## config.mk

```make
export PLATFORM = sky130hd
export DESIGN_NAME = dma_wbuf_pingpong
export DESIGN_NICKNAME = d
export VERILOG_FILES = /design/src/rtl/wbuf_pkg.sv /design/src/rtl/wbuf_bank.sv /design/src/rtl/wbuf_planner.sv /design/src/rtl/dma_wbuf_pingpong.sv
export SDC_FILE = /design/constraint.sdc
export NUM_CORES = 1
export LEC_CHECK = 0
export ABC_AREA = 1
export BUFFER_PORTS_ARGS = -buffer_cell sky130_fd_sc_hd__buf_2
export CAP_MARGIN = 0
export CORE_AREA = 4 4 176 178
export DETAILED_ROUTE_END_ITERATION = 12
export DIE_AREA = 0 0 180 182
export GPL_TIMING_DRIVEN = 0
export PLACE_DENSITY = 0.8
export SLEW_MARGIN = 5
export SYNTH_ARGS = -nofsm -noshare
export SYNTH_HDL_FRONTEND = slang
export SYNTH_SLANG_ARGS = --single-unit
```

## constraint.sdc

```tcl
create_clock -name clk -period 3.3 [get_ports clk]
set_clock_uncertainty 0.1 [all_clocks]
set_input_delay 0.495 -clock clk [delete_from_list [all_inputs] [get_ports clk]]
set_output_delay 0.495 -clock clk [all_outputs]
set_load 0.02 [all_outputs]
```

## src/rtl/wbuf_pkg.sv

```systemverilog
// Shared types for the alternating octaword write collector.
// Assumes a 16-byte block made of eight 16-bit words, or four longwords.
package wbuf_pkg;
    localparam int BLK_BYTES = 16;
    localparam int WORD_PER_BLK = 8;
    localparam int LW_PER_BLK = 4;
    localparam int DATA_W = BLK_BYTES * 8;

    typedef enum logic [1:0] {
        BUF_EMPTY = 2'd0,
        BUF_FILL  = 2'd1,
        BUF_READY = 2'd2
    } buf_state_t;

    typedef enum logic [1:0] {
        XFER_LW = 2'd0,
        XFER_QW = 2'd1,
        XFER_OW = 2'd2
    } xfer_size_t;
endpackage

```

## src/rtl/wbuf_bank.sv

```systemverilog
// One 16-byte collection buffer with per-byte valid bits.
// It is EMPTY, FILL (taking words) or READY (sealed and waiting to drain).
// Assumes no write arrives while READY and that clears come only from the
// drain side when this bank is the selected drain bank.
module wbuf_bank
    import wbuf_pkg::*;
#(
    parameter int BLK_W = 20
) (
    input  logic                 clk,
    input  logic                 rst_n,
    input  logic                 wr_en,
    input  logic [2:0]           wr_word,
    input  logic [15:0]          wr_data,
    input  logic [1:0]           wr_be,
    input  logic [BLK_W-1:0]     blk_in,
    input  logic                 handoff,
    input  logic                 drain_sel,
    input  logic                 clr_en,
    input  logic [BLK_BYTES-1:0] clr_mask,
    output buf_state_t           state_o,
    output logic [BLK_W-1:0]     blk_o,
    output logic [DATA_W-1:0]    data_o,
    output logic [BLK_BYTES-1:0] valid_o,
    output logic                 drained_o
);
    buf_state_t           state_q;
    logic [BLK_W-1:0]     blk_q;
    logic [DATA_W-1:0]    data_q, data_d;
    logic [BLK_BYTES-1:0] valid_q, valid_d, clr_vec, left_after_clr;

    // Merge the byte writes and drain clears into the next data and valid bits
    always_comb begin
        clr_vec = clr_en ? clr_mask : '0;
        left_after_clr = valid_q & ~clr_vec;
        valid_d = left_after_clr;
        data_d = data_q;
        for (int b = 0; b < BLK_BYTES; b++) begin
            if (wr_en && (wr_word == 3'(b / 2)) && wr_be[b % 2]) begin
                data_d[8*b +: 8] = wr_data[8*(b % 2) +: 8];
                valid_d[b] = 1'b1;
            end
        end
    end

    // The selected sealed bank is finished once no valid byte would remain
    assign drained_o = drain_sel && (state_q == BUF_READY) && (left_after_clr == '0);

    // Register the state, block tag, data and valid bits
    always_ff @(posedge clk) begin
        if (!rst_n) begin
            state_q <= BUF_EMPTY;
            blk_q   <= '0;
            data_q  <= '0;
            valid_q <= '0;
        end else begin
            data_q  <= data_d;
            valid_q <= valid_d;
            case (state_q)
                BUF_EMPTY: if (wr_en) begin
                    blk_q   <= blk_in;
                    state_q <= handoff ? BUF_READY : BUF_FILL;
                end
                BUF_FILL:  if (handoff) state_q <= BUF_READY;
                BUF_READY: if (drained_o) state_q <= BUF_EMPTY;
                default:   state_q <= BUF_EMPTY;
            endcase
        end
    end

    assign state_o = state_q;
    assign blk_o   = blk_q;
    assign data_o  = data_q;
    assign valid_o = valid_q;


    no_write_to_sealed_chk: assert property (@(posedge clk) disable iff (!rst_n)
        wr_en |-> state_q != BUF_READY);


    sealed_holds_chk: assert property (@(posedge clk) disable iff (!rst_n)
        (state_q == BUF_READY) && !drained_o |=> state_q == BUF_READY);
endmodule

```

## src/rtl/wbuf_planner.sv

```systemverilog
// Picks the next system write for a sealed buffer from its valid bits.
// The lowest longword with data starts the transfer. A full block becomes
// four longwords, an aligned full pair becomes two, and anything else is a
// single masked longword. Purely combinational.
module wbuf_planner
    import wbuf_pkg::*;
(
    input  logic [BLK_BYTES-1:0] valid,
    output logic                 any_o,
    output logic [1:0]           lw_idx_o,
    output xfer_size_t           size_o,
    output logic [3:0]           mask_o,
    output logic [BLK_BYTES-1:0] clr_mask_o
);
    logic [LW_PER_BLK-1:0] lw_has, lw_full;
    logic                  pair_ok;

    // Summarise each longword and find the first one holding data
    always_comb begin
        for (int i = 0; i < LW_PER_BLK; i++) begin
            lw_has[i]  = |valid[4*i +: 4];
            lw_full[i] = &valid[4*i +: 4];
        end
        any_o = |lw_has;
        lw_idx_o = 2'd0;
        for (int i = LW_PER_BLK - 1; i >= 0; i--) begin
            if (lw_has[i]) lw_idx_o = 2'(i);
        end
    end

    // Choose the widest aligned write and the valid bits it retires
    always_comb begin
        pair_ok = ((lw_idx_o == 2'd0) && lw_full[0] && lw_full[1]) ||
                  ((lw_idx_o == 2'd2) && lw_full[2] && lw_full[3]);
        if (&lw_full) begin
            size_o     = XFER_OW;
            mask_o     = 4'hF;
            clr_mask_o = '1;
        end else if (pair_ok) begin
            size_o     = XFER_QW;
            mask_o     = 4'hF;
            clr_mask_o = 16'h00FF << {lw_idx_o, 2'b00};
        end else begin
            size_o     = XFER_LW;
            mask_o     = valid[{lw_idx_o, 2'b00} +: 4];
            clr_mask_o = 16'h000F << {lw_idx_o, 2'b00};
        end
    end
endmodule

```

## src/rtl/dma_wbuf_pingpong.sv

```systemverilog
// Collects 16-bit DMA write words into two aligned 16-byte buffers that
// alternate between filling and draining to a 32-bit system bus.
// Assumes word-aligned peripheral addresses, ascending bursts, and sb_done
// pulsed for one cycle only while sb_req is high.
module dma_wbuf_pingpong
    import wbuf_pkg::*;
#(
    parameter int ADDR_W = 24
) (
    input  logic              clk,
    input  logic              rst_n,
    input  logic              pw_valid,
    output logic              pw_ready,
    input  logic [ADDR_W-1:0] pw_addr,
    input  logic [15:0]       pw_data,
    input  logic [1:0]        pw_be,
    input  logic              pw_last,
    input  logic              flush,
    output logic              idle,
    output logic              sb_req,
    output logic [ADDR_W-1:0] sb_addr,
    output logic [1:0]        sb_size,
    output logic [3:0]        sb_mask,
    output logic [127:0]      sb_data,
    input  logic              sb_done
);
    localparam int BLK_W = ADDR_W - 4;
    localparam int NBUF  = 2;

    buf_state_t           bst    [NBUF];
    logic [BLK_W-1:0]     bblk   [NBUF];
    logic [DATA_W-1:0]    bdata  [NBUF];
    logic [BLK_BYTES-1:0] bvalid [NBUF];
    logic                 bdrained [NBUF];
    logic                 wr_en_b  [NBUF];
    logic                 ho_b     [NBUF];
    logic                 clr_en_b [NBUF];

    logic             fsel, dsel, tgt;
    logic [BLK_W-1:0] blk_in;
    logic             mismatch, acc, end_word, cur_ho, tgt_ho;
    logic [1:0]       lw_idx;
    xfer_size_t       plan_size;
    logic [3:0]       plan_mask;
    logic [BLK_BYTES-1:0] plan_clr;
    logic             plan_any;

    assign blk_in = pw_addr[ADDR_W-1:4];

    // Decide where an incoming word goes and which buffers get sealed
    always_comb begin
        mismatch = (bst[fsel] == BUF_FILL) && (bblk[fsel] != blk_in);
        tgt      = mismatch ? ~fsel : fsel;
        pw_ready = mismatch ? (bst[~fsel] == BUF_EMPTY)
                            : (bst[fsel] == BUF_EMPTY || bst[fsel] == BUF_FILL);
        acc      = pw_valid && pw_ready;
        end_word = (pw_addr[3:1] == 3'd7) || pw_last;
        tgt_ho   = acc && (end_word || flush);
        cur_ho   = (bst[fsel] == BUF_FILL) && ((pw_valid && mismatch) || flush);
        for (int b = 0; b < NBUF; b++) begin
            wr_en_b[b]  = acc && (tgt == 1'(b));
            ho_b[b]     = ((fsel == 1'(b)) && cur_ho) || ((tgt == 1'(b)) && tgt_ho);
            clr_en_b[b] = sb_req && sb_done && (dsel == 1'(b));
        end
    end

    // Advance the fill pointer on acceptance or sealing, the drain pointer on release
    always_ff @(posedge clk) begin
        if (!rst_n) begin
            fsel <= 1'b0;
            dsel <= 1'b0;
        end else begin
            if (tgt_ho)      fsel <= ~tgt;
            else if (acc)    fsel <= tgt;
            else if (cur_ho) fsel <= ~fsel;
            if (bdrained[dsel]) dsel <= ~dsel;
        end
    end

    for (genvar g = 0; g < NBUF; g++) begin : g_bank
        wbuf_bank #(.BLK_W(BLK_W)) i_bank (
            .clk       (clk),
            .rst_n     (rst_n),
            .wr_en     (wr_en_b[g]),
            .wr_word   (pw_addr[3:1]),
            .wr_data   (pw_data),
            .wr_be     (pw_be),
            .blk_in    (blk_in),
            .handoff   (ho_b[g]),
            .drain_sel (dsel == 1'(g)),
            .clr_en    (clr_en_b[g]),
            .clr_mask  (plan_clr),
            .state_o   (bst[g]),
            .blk_o     (bblk[g]),
            .data_o    (bdata[g]),
            .valid_o   (bvalid[g]),
            .drained_o (bdrained[g])
        );
    end

    wbuf_planner i_planner (
        .valid      (bvalid[dsel]),
        .any_o      (plan_any),
        .lw_idx_o   (lw_idx),
        .size_o     (plan_size),
        .mask_o     (plan_mask),
        .clr_mask_o (plan_clr)
    );

    // Present the planned transfer of the oldest sealed buffer
    always_comb begin
        sb_req  = (bst[dsel] == BUF_READY) && plan_any;
        sb_addr = {bblk[dsel], lw_idx, 2'b00};
        sb_size = plan_size;
        sb_mask = plan_mask;
        sb_data = bdata[dsel] >> {lw_idx, 5'b00000};
        idle    = (bst[0] == BUF_EMPTY) && (bst[1] == BUF_EMPTY);
    end


    idle_no_req_chk: assert property (@(posedge clk) disable iff (!rst_n)
        idle |-> !sb_req);


    ow_aligned_chk: assert property (@(posedge clk) disable iff (!rst_n)
        sb_req && (sb_size == 2'd2) |-> (sb_addr[3:0] == 4'h0) && (sb_mask == 4'hF));


    qw_aligned_chk: assert property (@(posedge clk) disable iff (!rst_n)
        sb_req && (sb_size == 2'd1) |-> (sb_addr[2:0] == 3'h0) && (sb_mask == 4'hF));


    lw_mask_chk: assert property (@(posedge clk) disable iff (!rst_n)
        sb_req && (sb_size == 2'd0) |-> sb_mask != 4'h0);


    req_stable_chk: assert property (@(posedge clk) disable iff (!rst_n)
        sb_req && !sb_done |=> sb_req && $stable(sb_addr) && $stable(sb_size) && $stable(sb_mask));


    done_with_req_chk: assert property (@(posedge clk) disable iff (!rst_n)
        sb_done |-> sb_req);


    word_aligned_chk: assert property (@(posedge clk) disable iff (!rst_n)
        pw_valid |-> !pw_addr[0]);
endmodule

```

Word-level counts from Yosys, hierarchy flattened
Index checks and enable logic that the tools add are counted.
{"block": "totals", "regBits": 334, "in_bits": 48, "wordCells": 263, "out_inout_bits": 161}
{"block": "classes", "reduce_logical": 102, "bitwise": 10, "order_cmp": 3, "eq_ne": 21, "muxes": 83, "shift": 4}
{"operator": "128-bit two-way mux", "n": 3}
{"operator": "128-bit by 7-bit right shift with 128-bit output", "n": 1}
{"operator": "20-bit two-way mux", "n": 6}
{"operator": "16-bit two-way mux", "n": 7}
{"operator": "1-bit logical AND", "n": 72}
{"operator": "2-bit two-way mux", "n": 22}
{"operator": "1-bit two-way mux", "n": 41}
{"operator": "16-bit bitwise AND", "n": 2}
{"operator": "16-bit zero test", "n": 2}
{"operator": "16-bit NOT", "n": 2}
{"operator": "20-bit inequality test", "n": 1}
{"operator": "16-bit AND reduction", "n": 1}
{"operator": "4-bit AND reduction", "n": 4}
{"operator": "16-bit OR reduction", "n": 1}
{"operator": "4-bit OR reduction", "n": 4}
{"operator": "16-bit by 5-bit indexed part select with 4-bit output", "n": 1}
{"operator": "4-bit by 4-bit left shift with 16-bit output (first input constant)", "n": 1}
{"operator": "8-bit by 4-bit left shift with 16-bit output (first input constant)", "n": 1}
{"operator": "3-bit == test (second input constant)", "n": 4}
{"operator": "2-bit by 1-bit inequality test with 1-bit output (second input constant)", "n": 6}
{"operator": "2-bit case mux with 3 select lines", "n": 2}
{"operator": "2-bit zero test", "n": 5}
{"operator": "2-bit == test (second input constant)", "n": 4}
{"operator": "4-bit two-way mux", "n": 2}
{"operator": "11 further kinds", "n": 28}

Logic depth before layout (Yosys ltp)
{"block": "depth", "ltp_word": 23, "ltp_mapped": 21, "depth_no_buf": 19}

Cells and area by module
A second synthesis with hierarchy kept.
{"block": "hier_totals", "hier_cells": 2676, "hier_area_um2": 17544.3}
{"mod": "wbuf_bank", "cells_per_inst": 774, "n_inst": 2, "seq_area_each_um2": 3323.2, "area_each_um2": 6142.1}
{"mod": "dma_wbuf_pingpong", "cells_per_inst": 1040, "n_inst": 1, "seq_area_each_um2": 40.0, "area_each_um2": 4787.1}
{"mod": "wbuf_planner", "cells_per_inst": 88, "n_inst": 1, "seq_area_each_um2": 0.0, "area_each_um2": 473.0}

Least setup slack after synthesis
OpenSTA, ideal clock, no wires.
{"block": "synth_timing", "kind": "reg2out", "from": "register dsel", "to": "output sb_data[37]", "t_arrival_ps": 2258, "slack_ps": 447, "path_stages_with_launch": 15, "path_buffers": 4, "required_time_ps": 2705, "cell_sequence": "dfxtp_1 > inv_2 > buf_2 > nand2_1 > nand2_1 > nor2_1 > nand2_1 > nand2_1 > nand2_1 > nand2_1 > buf_2 > buf_2 > clkbuf_1 > nand2_1 > o21ai_0"}
{"block": "synth_via", "elab_chain_len": 10, "elab_cells_between_ends": 16, "cone_classes": "shift (1); mux (10); bitwise (1); reduce/logical (4)"}
{"element": "start: declaration", "line": "dma_wbuf_pingpong.sv:39", "source": "logic fsel, dsel, tgt;"}
{"element": "start signal: assignment", "line": "dma_wbuf_pingpong.sv:76", "source": "if (bdrained[dsel]) dsel <= ~dsel;"}
{"element": "1-bit NOT with 2-bit output (implied by the code) *", "line": "dma_wbuf_pingpong.sv:102, dma_wbuf_pingpong.sv:116"}
{"element": "16-bit two-way mux (implied by the code) (3 in series)", "line": "dma_wbuf_pingpong.sv:102", "source": ".valid (bvalid[dsel]),"}
{"element": "4-bit OR reduction", "line": "wbuf_planner.sv:21", "source": "lw_has[i] = |valid[4*i +: 4];"}
{"element": "2-bit two-way mux (4 in series)", "line": "wbuf_planner.sv:27", "source": "if (lw_has[i]) lw_idx_o = 2'(i);"}
{"element": "128-bit by 7-bit right shift with 128-bit output *", "line": "dma_wbuf_pingpong.sv:116", "source": "sb_data = bdata[dsel] >> {lw_idx, 5'b00000};"}
{"element": "end: declaration", "line": "dma_wbuf_pingpong.sv:24", "source": "output logic [127:0] sb_data,"}
Mark *: on every way between the ends. The rest lies on a longest branch, timed or not. The select of a mux whose other input is x is not followed.

Worst setup path in the final report
{"block": "layout_timing", "from": "register dsel", "to": "output sb_data[23]"}
Same word-level chain as after synthesis.

==> flow_metrics.env <==
export IMPL_rsz0062_at_grt="yes"
export IMPL_power_switching_mw=10.7
export IMPL_grt_max_degree=13
export IMPL_combPwrFrac_pct=59.3
export IMPL_clock_latency_ns=0.54
export IMPL_drc=0
export IMPL_hold_path_startpoint="pw_addr[13]"
export IMPL_antenna_found_initial=1
export IMPL_r2r_slack_ns=0.10
export IMPL_fin_ws_ns=-0.0882
export IMPL_worstMarginPinSlew_ns=1.13
export IMPL_power_density_nw_per_um2=1000
export IMPL_die_w_microns=180
export IMPL_layout_nets=2866
export IMPL_seqPwrFrac_pct=21.8
export IMPL_cts_root_buf="clkbuf_16"
export IMPL_cts_sinks=334
export IMPL_syn2layout_area_growth_pct=22.0
export IMPL_routed_wl_microns=78700
export IMPL_ys_seq_area_share_pct=39.1
export IMPL_antenna_cells=0
export IMPL_path_cells="buf_6 -> buf_6 -> clkbuf_4 -> clkbuf_4 -> o21ai_0 -> a21oi_1 -> a21oi_2 -> buf_2"
export IMPL_synth_cells=2556
export IMPL_synthTopCellsByArea="dfxtp_1 39%, o21ai_0 15%, nand2_1 12%, a21oi_1 11%, inv_1 7.3%"
export IMPL_num_io_pins=209
export IMPL_cap_violations=0
export IMPL_drt_iter0_drc=3020
export IMPL_synth_top_family_by_area="compound AO/OA/AOI/OAI gates"
export IMPL_hold_buffers=0
export IMPL_r2r_start="fsel"
export IMPL_slew_viol_final=0
export IMPL_grt_pass1_wl_microns=114000
export IMPL_cts_inserted_buffers=38
export IMPL_hold_depth=3
export IMPL_reg2regPathDepth=18
export IMPL_status="finished with violations"
export IMPL_num_vias=20200
export IMPL_holdPathEnd="g_bank[1].i_bank.blk_o[9]"
export IMPL_synth_seq_cells=334
export IMPL_min_period_over_period_pct=103
export IMPL_ys_async_sr_fraction_pct=0
export IMPL_grt_overflow=0
export IMPL_firstDrtPassIters=7
export IMPL_whs_ns=0.152
export IMPL_num_rows=63
export IMPL_syn_area_sq_um=17100
export IMPL_crit_family="buffers and inverters"
export IMPL_p_clk_share_pct=18.9
export IMPL_ys_warn_count=0
export IMPL_cp_startpoint="dsel"
export IMPL_wl_per_cell_microns=24.3
export IMPL_grt_pass1_vias=18400
export IMPL_p_int_mw=10.3
export IMPL_synth_simple_gate_area_share_pct=19.7
export IMPL_slew_headroom_pct=24.4
export IMPL_worst_path_largest_cell_delay_ns=0.44
export IMPL_synthFlopType="dfxtp_1"
export IMPL_port_buffer_count=202
export IMPL_core_area_sq_um=29400
export IMPL_htreeDepth=2
export IMPL_path_class="reg -> out"
export IMPL_synth_enable_flop_cells=0
export IMPL_synthDominantCellAreaShare_pct=39.1
export IMPL_cp_required_ns=2.70
export IMPL_cp_max_fo=10
export IMPL_synth_compound_area_share_pct=28.0
export IMPL_place_congestion=1.11
export IMPL_path_buf_inv=5
export IMPL_synth_mux_area_share_pct=0
export IMPL_reg2reg_to="g_bank[0].i_bank.data_o[23]"
export IMPL_fmax_ghz=0.295
export IMPL_ys_types=39
export IMPL_grtUsageTotal_pct=45.5
export IMPL_vias_per_cell=6.25
export IMPL_irDropWorstVdd_uv=686
export IMPL_syn_avg_cell_area_sq_um=6.69
export IMPL_initial_core_util_pct=58.2
export IMPL_finalSetupViolCount=19
export IMPL_tritoncts="built"
export IMPL_dieHeight_microns=182
export IMPL_slowest_stage="o21ai_0"
export IMPL_power_leakage_nw=8.25
export IMPL_crit_path_start_kind="register"
export IMPL_drive_gt1_share_pct=19.7
export IMPL_cts_reportedPaths_clkPinSlew_ns=0.06
export IMPL_end_kind="output port"
export IMPL_cts_path_max_buffers=3
export IMPL_final_util_pct=71.0
export IMPL_violations="setup timing"
export IMPL_hpwlAfterDp_microns=57600
export IMPL_yosys_area_top_type="dfxtp_1"
export IMPL_synth_xor_area_share_pct=0.205
export IMPL_final_hold_viol_count=0
export IMPL_critPathArrivalTime_ns=2.79
export IMPL_antenna_left=0
export IMPL_period_minus_slack_ns=3.39
export IMPL_synthAdderAreaFrac_pct=0
export IMPL_die_area_sq_um=32800
export IMPL_switching_share_pct=50.9
export IMPL_hold_class="in -> reg"
## cell type report
| cell class | count | area (sq um) |
|---|---|---|
| Fill cell | 2572 | 8530 |
| Sequential cell | 334 | 6690 |
| Clock inverter | 9 | 51.3 |
| Buffer | 188 | 1380 |
| Multi-Input combinational cell | 1698 | 8670 |
| Timing Repair Buffer | 220 | 1230 |
| Timing Repair inverter | 1 | 8.76 |
| Tap cell | 390 | 488 |
| Inverter | 337 | 1290 |
| Clock buffer | 57 | 1060 |
## repair_timing
| action | 4_1_cts | 5_1_grt |
|---|---|---|
| gates cloned | 2 | 3 |
| endpoints found under the hold margin | 0 | 0 |
| pin swaps | 7 | 20 |
| setup endpoints to repair | 154 | 146 |
| buffers inserted | 5 | 9 |
| resized for setup | 283 | 183 |
## how the worst max path moves through the flow
stage / to / cells past startpoint / slack, ns
2_1_floorplan: sb_data[37] / 14 / 0.45
3_3_place_gp: sb_data[23] / 9 / -0.47
3_5_place_dp: sb_data[26] / 9 / -0.50
4_1_cts: sb_data[49] / 12 / -0.06
5_1_grt: sb_data[33] / 13 / -0.11
6_report: sb_data[23] / 8 / -0.09
## cell usage in the layout, fill, tap and decap left out, types with 9 or more instances in the layout
cell type,netlist,final
a21oi_1,360,356
buf_2,29,204
buf_4,4,60
buf_6,23,39
clkbuf_1,121,73
clkbuf_16,0,41
clkbuf_4,0,23
dfxtp_1,334,333
inv_1,331,330
nand2_1,527,491
nand2_2,5,37
nand3_1,77,75
nand3_4,21,21
nor2_1,96,89
o211ai_1,28,28
o21ai_0,504,406
o21ai_1,25,72
o21ai_2,4,46
o21ai_4,0,9
## registers in the layout, indices dropped and copies added, names as in the netlist
signal and flops:
dsel 1, fsel 1, g_bank.i_bank.valid_o 32, g_bank.i_bank.state_o 4, g_bank.i_bank.data_o 256, g_bank.i_bank.blk_o 40
## Yosys cell counts, types with 11 or more instances
cell      instances
nand2_1         527
dfxtp_1         334
nor3_1           11
clkbuf_1        121
nand3_4          21
nand3_1          77
o211ai_1         28
nor2_1           96
inv_1           331
a21oi_1         360
o21ai_1          25
o21ai_0         504
buf_2            29
buf_6            23
## cell families after synthesis
| logic type | after synthesis |
|---|---|
| simple gates | 759 |
| flops | 334 |
| buf+inv | 525 |
| xor+xnor | 4 |
| compound gates | 933 |
| other cells | 1 |
## worst register-to-register path, delay by kind of cell (launching register included)
kind / cells / cell delay, ns
buffers and inverters: 4 / 0.72
and+or+nand+nor: 12 / 1.69
AOI/OAI and AO/OA: 2 / 0.24
DFF: 1 / 0.32
## through the flow
| stage | worst slack [ns] | power, mW | instances | setup TNS, ns | area, sq um |
|---|---|---|---|---|---|
| after floorplan | 0.447 | 10.8 | 2557 | 0 | 17100 |
| after global placement | -0.470 | 14.8 | 3149 | -25.55 | 18600 |
| after detailed placement | -0.496 | 14.9 | 3149 | -27.11 | 18600 |
| after CTS | -0.0557 | 19.6 | 3222 | -0.0973 | 20400 |
| after global routing | -0.113 | 21.5 | 3234 | -3.77 | 20900 |
| final | -0.0882 | 20.9 | 3234 | -0.533 | 20900 |
## layer usage
| metal | wire, microns | GRT usage [%] | vias to the layer above |
|---|---|---|---|
| met5 | 9 | 0.444 | - |
| met1 | 28600 | 58.1 | 9250 |
| met3 | 11100 | 12.8 | 437 |
| met4 | 6970 | 31.9 | 2 |
| li1 | - | - | 8879 |
| met2 | 32000 | 66.3 | 1641 |
## power by group through the flow
| stage | sequential (mW) | combinational [mW] | clock [mW] |
|---|---|---|---|
| 2_1_floorplan | 4.59 | 6.17 | 0 |
| 3_3_place_gp | 4.62 | 10.2 | 0 |
| 3_5_place_dp | 4.63 | 10.2 | 0 |
| 4_1_cts | 4.55 | 11.2 | 3.91 |
| 5_1_grt | 4.60 | 12.8 | 4.10 |
| 6_report | 4.57 | 12.4 | 3.96 |
(Power assumes the default switching activity.)
